[src/rtl/lsr_pkg.sv]
package lsr_pkg;

    typedef enum logic [0:0] {
        ST_IDLE = 1'b0,
        ST_HOLD = 1'b1
    } stage_e;

endpackage

[src/rtl/lsr_regfile.sv]
module lsr_regfile #(
    parameter int ADDR_W = 64,
    parameter int DOM_W  = 4
) (
    input  logic              clk,
    input  logic              rst_n,
    input  logic              wr_en,
    input  logic [DOM_W-1:0]  wr_dom,
    input  logic [ADDR_W-1:0] wr_val,
    input  logic [DOM_W-1:0]  rd_dom,
    output logic [ADDR_W-1:0] rd_val
);

    localparam int NUM_DOM = 1 << DOM_W;

    logic [NUM_DOM*ADDR_W-1:0] bank_flat;

    for (genvar g = 0; g < NUM_DOM; g++) begin : g_dom
        logic [ADDR_W-1:0] space_q;
        logic              hit;

        assign hit = wr_en && (wr_dom == DOM_W'(g));

        always_ff @(posedge clk) begin
            if (!rst_n) begin
                space_q <= '0;
            end else if (hit) begin
                space_q <= wr_val;
            end
        end

        assign bank_flat[g*ADDR_W +: ADDR_W] = space_q;
    end

    // Same-cycle write to the requested domain is forwarded.
    always_comb begin
        if (wr_en && (wr_dom == rd_dom)) begin
            rd_val = wr_val;
        end else begin
            rd_val = bank_flat[rd_dom*ADDR_W +: ADDR_W];
        end
    end

endmodule

[src/rtl/lsr_xform.sv]
module lsr_xform #(
    parameter int ADDR_W = 64
) (
    input  logic [ADDR_W-1:0] ptr,
    input  logic [ADDR_W-1:0] space,
    output logic [ADDR_W-1:0] eff
);

    localparam int FLAG_BIT = ADDR_W - 1;

    logic [ADDR_W-1:0] mixed;

    always_comb begin
        mixed           = ptr ^ space;
        mixed[FLAG_BIT] = 1'b0;
        eff = ptr[FLAG_BIT] ? mixed : ptr;
    end

endmodule

[src/rtl/lsr_outstage.sv]
module lsr_outstage
    import lsr_pkg::*;
#(
    parameter int ADDR_W = 64
) (
    input  logic              clk,
    input  logic              rst_n,
    input  logic              up_valid,
    output logic              up_ready,
    input  logic [ADDR_W-1:0] up_data,
    output logic              dn_valid,
    input  logic              dn_ready,
    output logic [ADDR_W-1:0] dn_data
);

    stage_e state_q, state_d;
    logic   accept;
    logic   drain;

    assign accept = up_valid && up_ready;
    assign drain  = dn_valid && dn_ready;

    always_ff @(posedge clk) begin
        if (!rst_n) begin
            state_q <= ST_IDLE;
        end else begin
            state_q <= state_d;
        end
    end

    always_comb begin
        state_d = state_q;
        unique case (state_q)
            ST_IDLE: begin
                if (accept) begin
                    state_d = ST_HOLD;
                end
            end
            ST_HOLD: begin
                if (drain && !accept) begin
                    state_d = ST_IDLE;
                end
            end
            default: state_d = ST_IDLE;
        endcase
    end

    always_comb begin
        dn_valid = 1'b0;
        up_ready = 1'b1;
        unique case (state_q)
            ST_IDLE: begin
                dn_valid = 1'b0;
                up_ready = 1'b1;
            end
            ST_HOLD: begin
                dn_valid = 1'b1;
                up_ready = dn_ready;
            end
            default: begin
                dn_valid = 1'b0;
                up_ready = 1'b1;
            end
        endcase
    end

    always_ff @(posedge clk) begin
        if (!rst_n) begin
            dn_data <= '0;
        end else if (accept) begin
            dn_data <= up_data;
        end
    end

endmodule

[src/rtl/lsr_unit.sv]
module lsr_unit #(
    parameter int ADDR_W = 64,
    parameter int DOM_W  = 4
) (
    input  logic              clk,
    input  logic              rst_n,
    input  logic              in_valid,
    output logic              in_ready,
    input  logic [ADDR_W-1:0] in_ptr,
    input  logic [DOM_W-1:0]  in_dom,
    output logic              out_valid,
    input  logic              out_ready,
    output logic [ADDR_W-1:0] out_addr,
    input  logic              wr_en,
    input  logic [DOM_W-1:0]  wr_dom,
    input  logic [ADDR_W-1:0] wr_val
);

    logic [ADDR_W-1:0] space_val;
    logic [ADDR_W-1:0] eff_addr;

    lsr_regfile #(
        .ADDR_W(ADDR_W),
        .DOM_W (DOM_W)
    ) u_regfile (
        .clk   (clk),
        .rst_n (rst_n),
        .wr_en (wr_en),
        .wr_dom(wr_dom),
        .wr_val(wr_val),
        .rd_dom(in_dom),
        .rd_val(space_val)
    );

    lsr_xform #(
        .ADDR_W(ADDR_W)
    ) u_xform (
        .ptr  (in_ptr),
        .space(space_val),
        .eff  (eff_addr)
    );

    lsr_outstage #(
        .ADDR_W(ADDR_W)
    ) u_out (
        .clk     (clk),
        .rst_n   (rst_n),
        .up_valid(in_valid),
        .up_ready(in_ready),
        .up_data (eff_addr),
        .dn_valid(out_valid),
        .dn_ready(out_ready),
        .dn_data (out_addr)
    );

endmodule

[config.mk]
export PLATFORM = sky130hd
export DESIGN_NAME = lsr_unit
export DESIGN_NICKNAME = d
export VERILOG_FILES = /design/src/rtl/lsr_pkg.sv /design/src/rtl/lsr_regfile.sv /design/src/rtl/lsr_xform.sv /design/src/rtl/lsr_outstage.sv /design/src/rtl/lsr_unit.sv
export SDC_FILE = /design/constraint.sdc
export NUM_CORES = 2
export LEC_CHECK = 0
export CAP_MARGIN = 25
export CORE_ASPECT_RATIO = 1.25
export CORE_UTILIZATION = 47
export DETAILED_ROUTE_END_ITERATION = 12
export PLACE_DENSITY = 0.64
export SYNTH_ARGS = -nofsm -noshare
export SYNTH_HDL_FRONTEND = slang
export SYNTH_SLANG_ARGS = --single-unit
[constraint.sdc]
create_clock -name clk -period 1.99 [get_ports clk]
set_clock_uncertainty 0.2 [all_clocks]
set_input_delay 0.199 -clock clk [delete_from_list [all_inputs] [get_ports clk]]
set_output_delay 0.199 -clock clk [all_outputs]
set_load 0.05 [all_outputs]
Word-level counts from Yosys, hierarchy flattened
Index checks and enable logic that the tools add are counted.
Storage, ports and cells
  bits in registers: 1089
  input port bits: 141
  output and inout port bits: 66
  word-level logic and storage cells: 66
Operators by class
  equal/unequal tests: 16
  shift-type cells: 1
  multiplexer cells: 7
  bitwise gates (word level): 2
  reduce and logical (&&, ||, !) cells: 22
Operators with widths (number)
  1024-bit by 11-bit variable part select with 63-bit output: 1
  63-bit 2-to-1 mux: 2
  63-bit bitwise XOR: 1
  4-bit == test (second input constant): 8
  1-bit logical AND: 20
  4-bit by 3-bit == test with 1-bit output (second input constant): 4
  4-bit by 2-bit == test with 1-bit output (second input constant): 2
  1-bit one-hot mux with 2 select lines: 3
  4-bit by 1-bit == test with 1-bit output (second input constant): 1
  4-bit == test: 1
  4-bit logical NOT: 1
  1-bit 2-to-1 mux: 2
  1-bit logical NOT: 1
  1-bit NOT: 1

Longest topological paths before layout
  depth after elaboration: 7
  gate-level depth with buffers: 8
  mapped depth without buffers: 5

Hierarchy
From an unflattened synthesis, not the netlist that was laid out.
Second synthesis, totals
  cell total of the unflattened synthesis: 5618
  area total of the unflattened synthesis: 49757.7 um^2
Modules (own cells, without submodules)
  lsr_regfile: instances 1, cells each 5201, area each 46228.1 um^2, seq. area each 20499.7 um^2
  lsr_outstage: instances 1, cells each 282, area each 2655.0 um^2, seq. area each 1301.2 um^2
  lsr_xform: instances 1, cells each 135, area each 874.6 um^2, seq. area each 0.0 um^2

Worst setup path after synthesis
No wires, ideal clock.
  kind: register -> register
  start point: register u_out.state_q
  end point: register u_out.dn_data[10]
  setup time: 0.088 ns
  arrival time: 2.234 ns
  required time: 1.702 ns
  setup slack: -0.532 ns
  cell stages (with the launch flop): 8
  buffers on the path: 2
  clock period less this slack: 2.522 ns
  cell sequence: dfxtp_1 > nand2b_1 > nand3_1 > or3_1 > buf_2 > clkbuf_1 > o221ai_1 > nor4_2
On the way
  cells in the longest elaborated chain, start to end: 3
Ends and longest elaborated chain
  start: declaration: RTL line lsr_outstage.sv:16  | stage_e state_q, state_d;
  start signal: assignment: RTL line lsr_outstage.sv:27  | state_q <= state_d;
  1-bit NOT: RTL line lsr_outstage.sv:51  | unique case (state_q)
  1-bit one-hot mux with 2 select lines (*): RTL line lsr_outstage.sv:51
  net in_ready: RTL line lsr_unit.sv:8  | output logic in_ready,
  1-bit logical AND (*): RTL line lsr_outstage.sv:20  | assign accept = up_valid && up_ready;
  end signal: assignment: RTL line lsr_outstage.sv:71  | dn_data <= up_data;
  end: declaration: RTL line lsr_outstage.sv:13  | output logic [ADDR_W-1:0] dn_data
The timed path passes the listed nets; every way through them passes the cells marked *.
A chain may end at the register's enable or synchronous reset.

Worst setup path after layout
  start point: register u_regfile.g_dom[3].space_q[50]
  end point: register u_out.dn_data[50]
On the way
  cells in the longest elaborated chain, start to end: 4
Ends and longest elaborated chain
  start: declaration: RTL line lsr_regfile.sv:19  | logic [ADDR_W-1:0] space_q;
  start signal: assignment: RTL line lsr_regfile.sv:28  | space_q <= wr_val;
  1024-bit by 11-bit variable part select with 63-bit output: RTL line lsr_regfile.sv:40  | rd_val = bank_flat[rd_dom*ADDR_W +: ADDR_W];
  63-bit 2-to-1 mux: RTL line lsr_regfile.sv:37  | if (wr_en && (wr_dom == rd_dom)) begin
  63-bit bitwise XOR: RTL line lsr_xform.sv:14  | mixed = ptr ^ space;
  63-bit 2-to-1 mux: RTL line lsr_xform.sv:16  | eff = ptr[FLAG_BIT] ? mixed : ptr;
No other way between the ends.

==> metrics.yaml <==
gp_congestion: 0.854
finalCriticalPeriod_ps: 1980
yosys-top-cells-area: "dfxtp_1, nand2_1, a21boi_0"
core_area_sq_mm: 0.104
multi_input_area_sq_mm: 0.0259
yosysTopAreaCell: "dfxtp_1"
final_nets: 5915
remaining_drc_errors: 0
avgRoutedWirePerCell_um: 23.7
vias: 42800
finalSetupViolCount: 0
clk_pin_slew_worst_paths_ps: 70
power_density_mw_per_mm2: 798
drive_gt1_share_pct: 17.2
fillers: 9041
die_w_um: 292
synth_area_per_cell_sq_um: 8.77
clockBufferDepth: 3
worst-path-buf-inv: 0
grt_pass1_wl_mm: 258
cts_num_sinks: 1072
synth_common_cells: "nand2_1, dfxtp_1, a21boi_0"
cp_slowest_cell: "mux4_2"
die_height_um: 364
cts_tree: "yes"
power_mw: 47.7
io_pins: 207
crit_required_ps: 2420
worstMarginPinSlew_ps: 668
grt_pass1_vias: 41800
grt_start_max_net_pins: 70
path_class: "reg2reg"
rows: 132
setup_slack_ps: 10.7
yosysSeqAreaShare_pct: 43.4
drv_cap: 0
yosys_register_bits: 1072
crit_path_cell_trace: "mux4_2 > a22oi_1 > nand2_1 > and3_1 > nor4_2"
cp_max_fo: 2
min_to: "u_out.dn_data[2]"
gr-total-overflow: 0
regArea_sq_mm: 0.0215
relSlewSlack_pct: 55.3
synth_async_sr_flop_share_pct: 0
synth_fp_nets: 5775
ir_worst_vdd_v: 0.000725
min_period_over_period_pct: 99.5
io_buffers: 204
syn_to_final_growth_pct: 21.1
reg2reg_slack_ps: 10
hold_viol_final: 0
drt_wl_total_mm: 171
cts-root-buf: "clkbuf_16"
r2r_start: "u_regfile.g_dom[3].space_q[50]"
n_antenna_cell: 0
die_area_sq_mm: 0.106
report.final.slew_viol_count: 0
yosysTopAreaCellShare_pct: 43.4
hold_path_class: "in2reg"
cts_buffers: 105
antenna_left: 0
ys_types: 34
status: "complete, no violations"
postLayoutCoreUtil_pct: 57.6
syn_inst: 5634
yosys_warnings: 0
holdPathStages: 3
reg2reg_depth: 5
synthFlopType: "dfxtp_1"
min_from: "in_ptr[2]"
dp_slack_ps: -550
rr_endpoint: "u_out.dn_data[50]"
cp_top_family: "simple AND/OR/NAND/NOR gates"
dp_hpwl_mm: 109
grt_usage_pct: 31.6
rsz0062_at_grt: "yes"
synth_edf_count: 0
max_freq_ghz: 0.505
viasPerCell: 5.94
arrival_ps: 2410
drt_iter0_drc: 4024
htree_levels: 3
start_util_pct: 47.5
dr.pass1.iters: 6
netlist_area_sq_mm: 0.0494
antenna_found_initial: 6
power.leakage_nw: 20.4
worstSetupStartpointType: "flop"
worst_setup_path_end_kind: "flop"
clock_latency_ps: 730
crit_path_max_incr_delay_ps: 470
synth_most_common_cell: "nand2_1"
worst max-delay path by stage:
stage	from	endpoint	slack, ps	cells past startpoint
2_1_floorplan	u_out.state_q	u_out.dn_data[10]	-10	7
3_3_place_gp	in_dom[3]	u_out.dn_data[40]	-550	7
3_5_place_dp	in_dom[0]	u_out.dn_data[33]	-550	7
4_1_cts	u_out.dn_data[30]	out_addr[30]	0.3	1
5_1_grt	u_out.dn_data[16]	out_addr[16]	2	1
6_report	u_regfile.g_dom[3].space_q[50]	u_out.dn_data[50]	10	5
flip-flops by register name, indices dropped and copies added, names as in the netlist:
signal                   flops
u_out.dn_data               63
u_out.state_q                1
u_regfile.g_dom.space_q   1008
tightest hold or removal path: stages:
cell	delay [ps]
clkdlybuf4s50_1	520
nor3_1	80
nor4_2	110
power by group:
part	internal (mW)	total (mW)	switching, mW
Clock	11.8	20.7	8.91
Sequential	21.8	22.0	0.221
Combinational	2.04	5.03	2.98
stage by stage:
step	std cells	setup TNS, ps	area, sq um	hold WS, ps
2_1_floorplan	5634	-649	49600	130
3_3_place_gp	6998	-323880	56100	237
3_5_place_dp	6998	-359650	56100	241
4_1_cts	7195	0	59700	4.59
5_1_grt	7199	0	59800	53.9
6_report	7199	0	59800	28.5
logic make-up (layout without fill, tap and decap cells):
kind of cell              Yosys count  after routing  share of synthesized area, %
and+or+nand+nor                  2452           2452                          20.5
AOI/OAI and AO/OA                1263           1263                          19.5
DFF                              1072           1072                          43.4
buffers and inverters             590            815                          4.92
muxes                             252            252                          11.5
xor gates and xnor gates            4              4                        0.0709
other                               1              1                       0.00759
routing by layer:
metal  up-vias  part of all wire, %  global-route usage [%]
met5         -                0.041                       0
met3       385                  7.4                    4.55
met4        10                  3.3                    12.1
met1     21100                   41                    41.1
li1      19500                    -                       -
met2      1749                   48                    53.0
layout by cell type, fill, tap and decap left out, types with 21 or more instances in the layout:
cell / count
a21boi_0: 852
a21boi_1: 157
a22oi_1: 117
and3_1: 64
buf_12: 164
buf_4: 266
clkbuf_1: 26
clkbuf_16: 108
clkbuf_8: 21
clkdlybuf4s15_2: 25
clkdlybuf4s50_1: 135
clkinv_2: 21
dfxtp_1: 1071
mux4_2: 252
nand2_1: 2141
nor3_1: 125
nor4_2: 63
o221ai_1: 62
o31a_1: 63
repair_timing:
item	4_1_cts	5_1_grt
gates resized for setup	117	20
gates cloned	0	2
setup buffers	0	2
setup endpoints to repair	48	35
pin swaps	0	3
hold buffers	5	0
endpoints found under the hold margin	529	0
final cells by class:
cell class | instances | area share (%)
tap | 1340 | 2.80
inverter | 1 | 0.00627
multi-input combinational | 3972 | 43.3
clock inverter | 39 | 0.816
clock buffer | 153 | 5.08
timing repair buffer | 622 | 12.1
sequential | 1072 | 35.9
(Power assumes the default switching activity.)
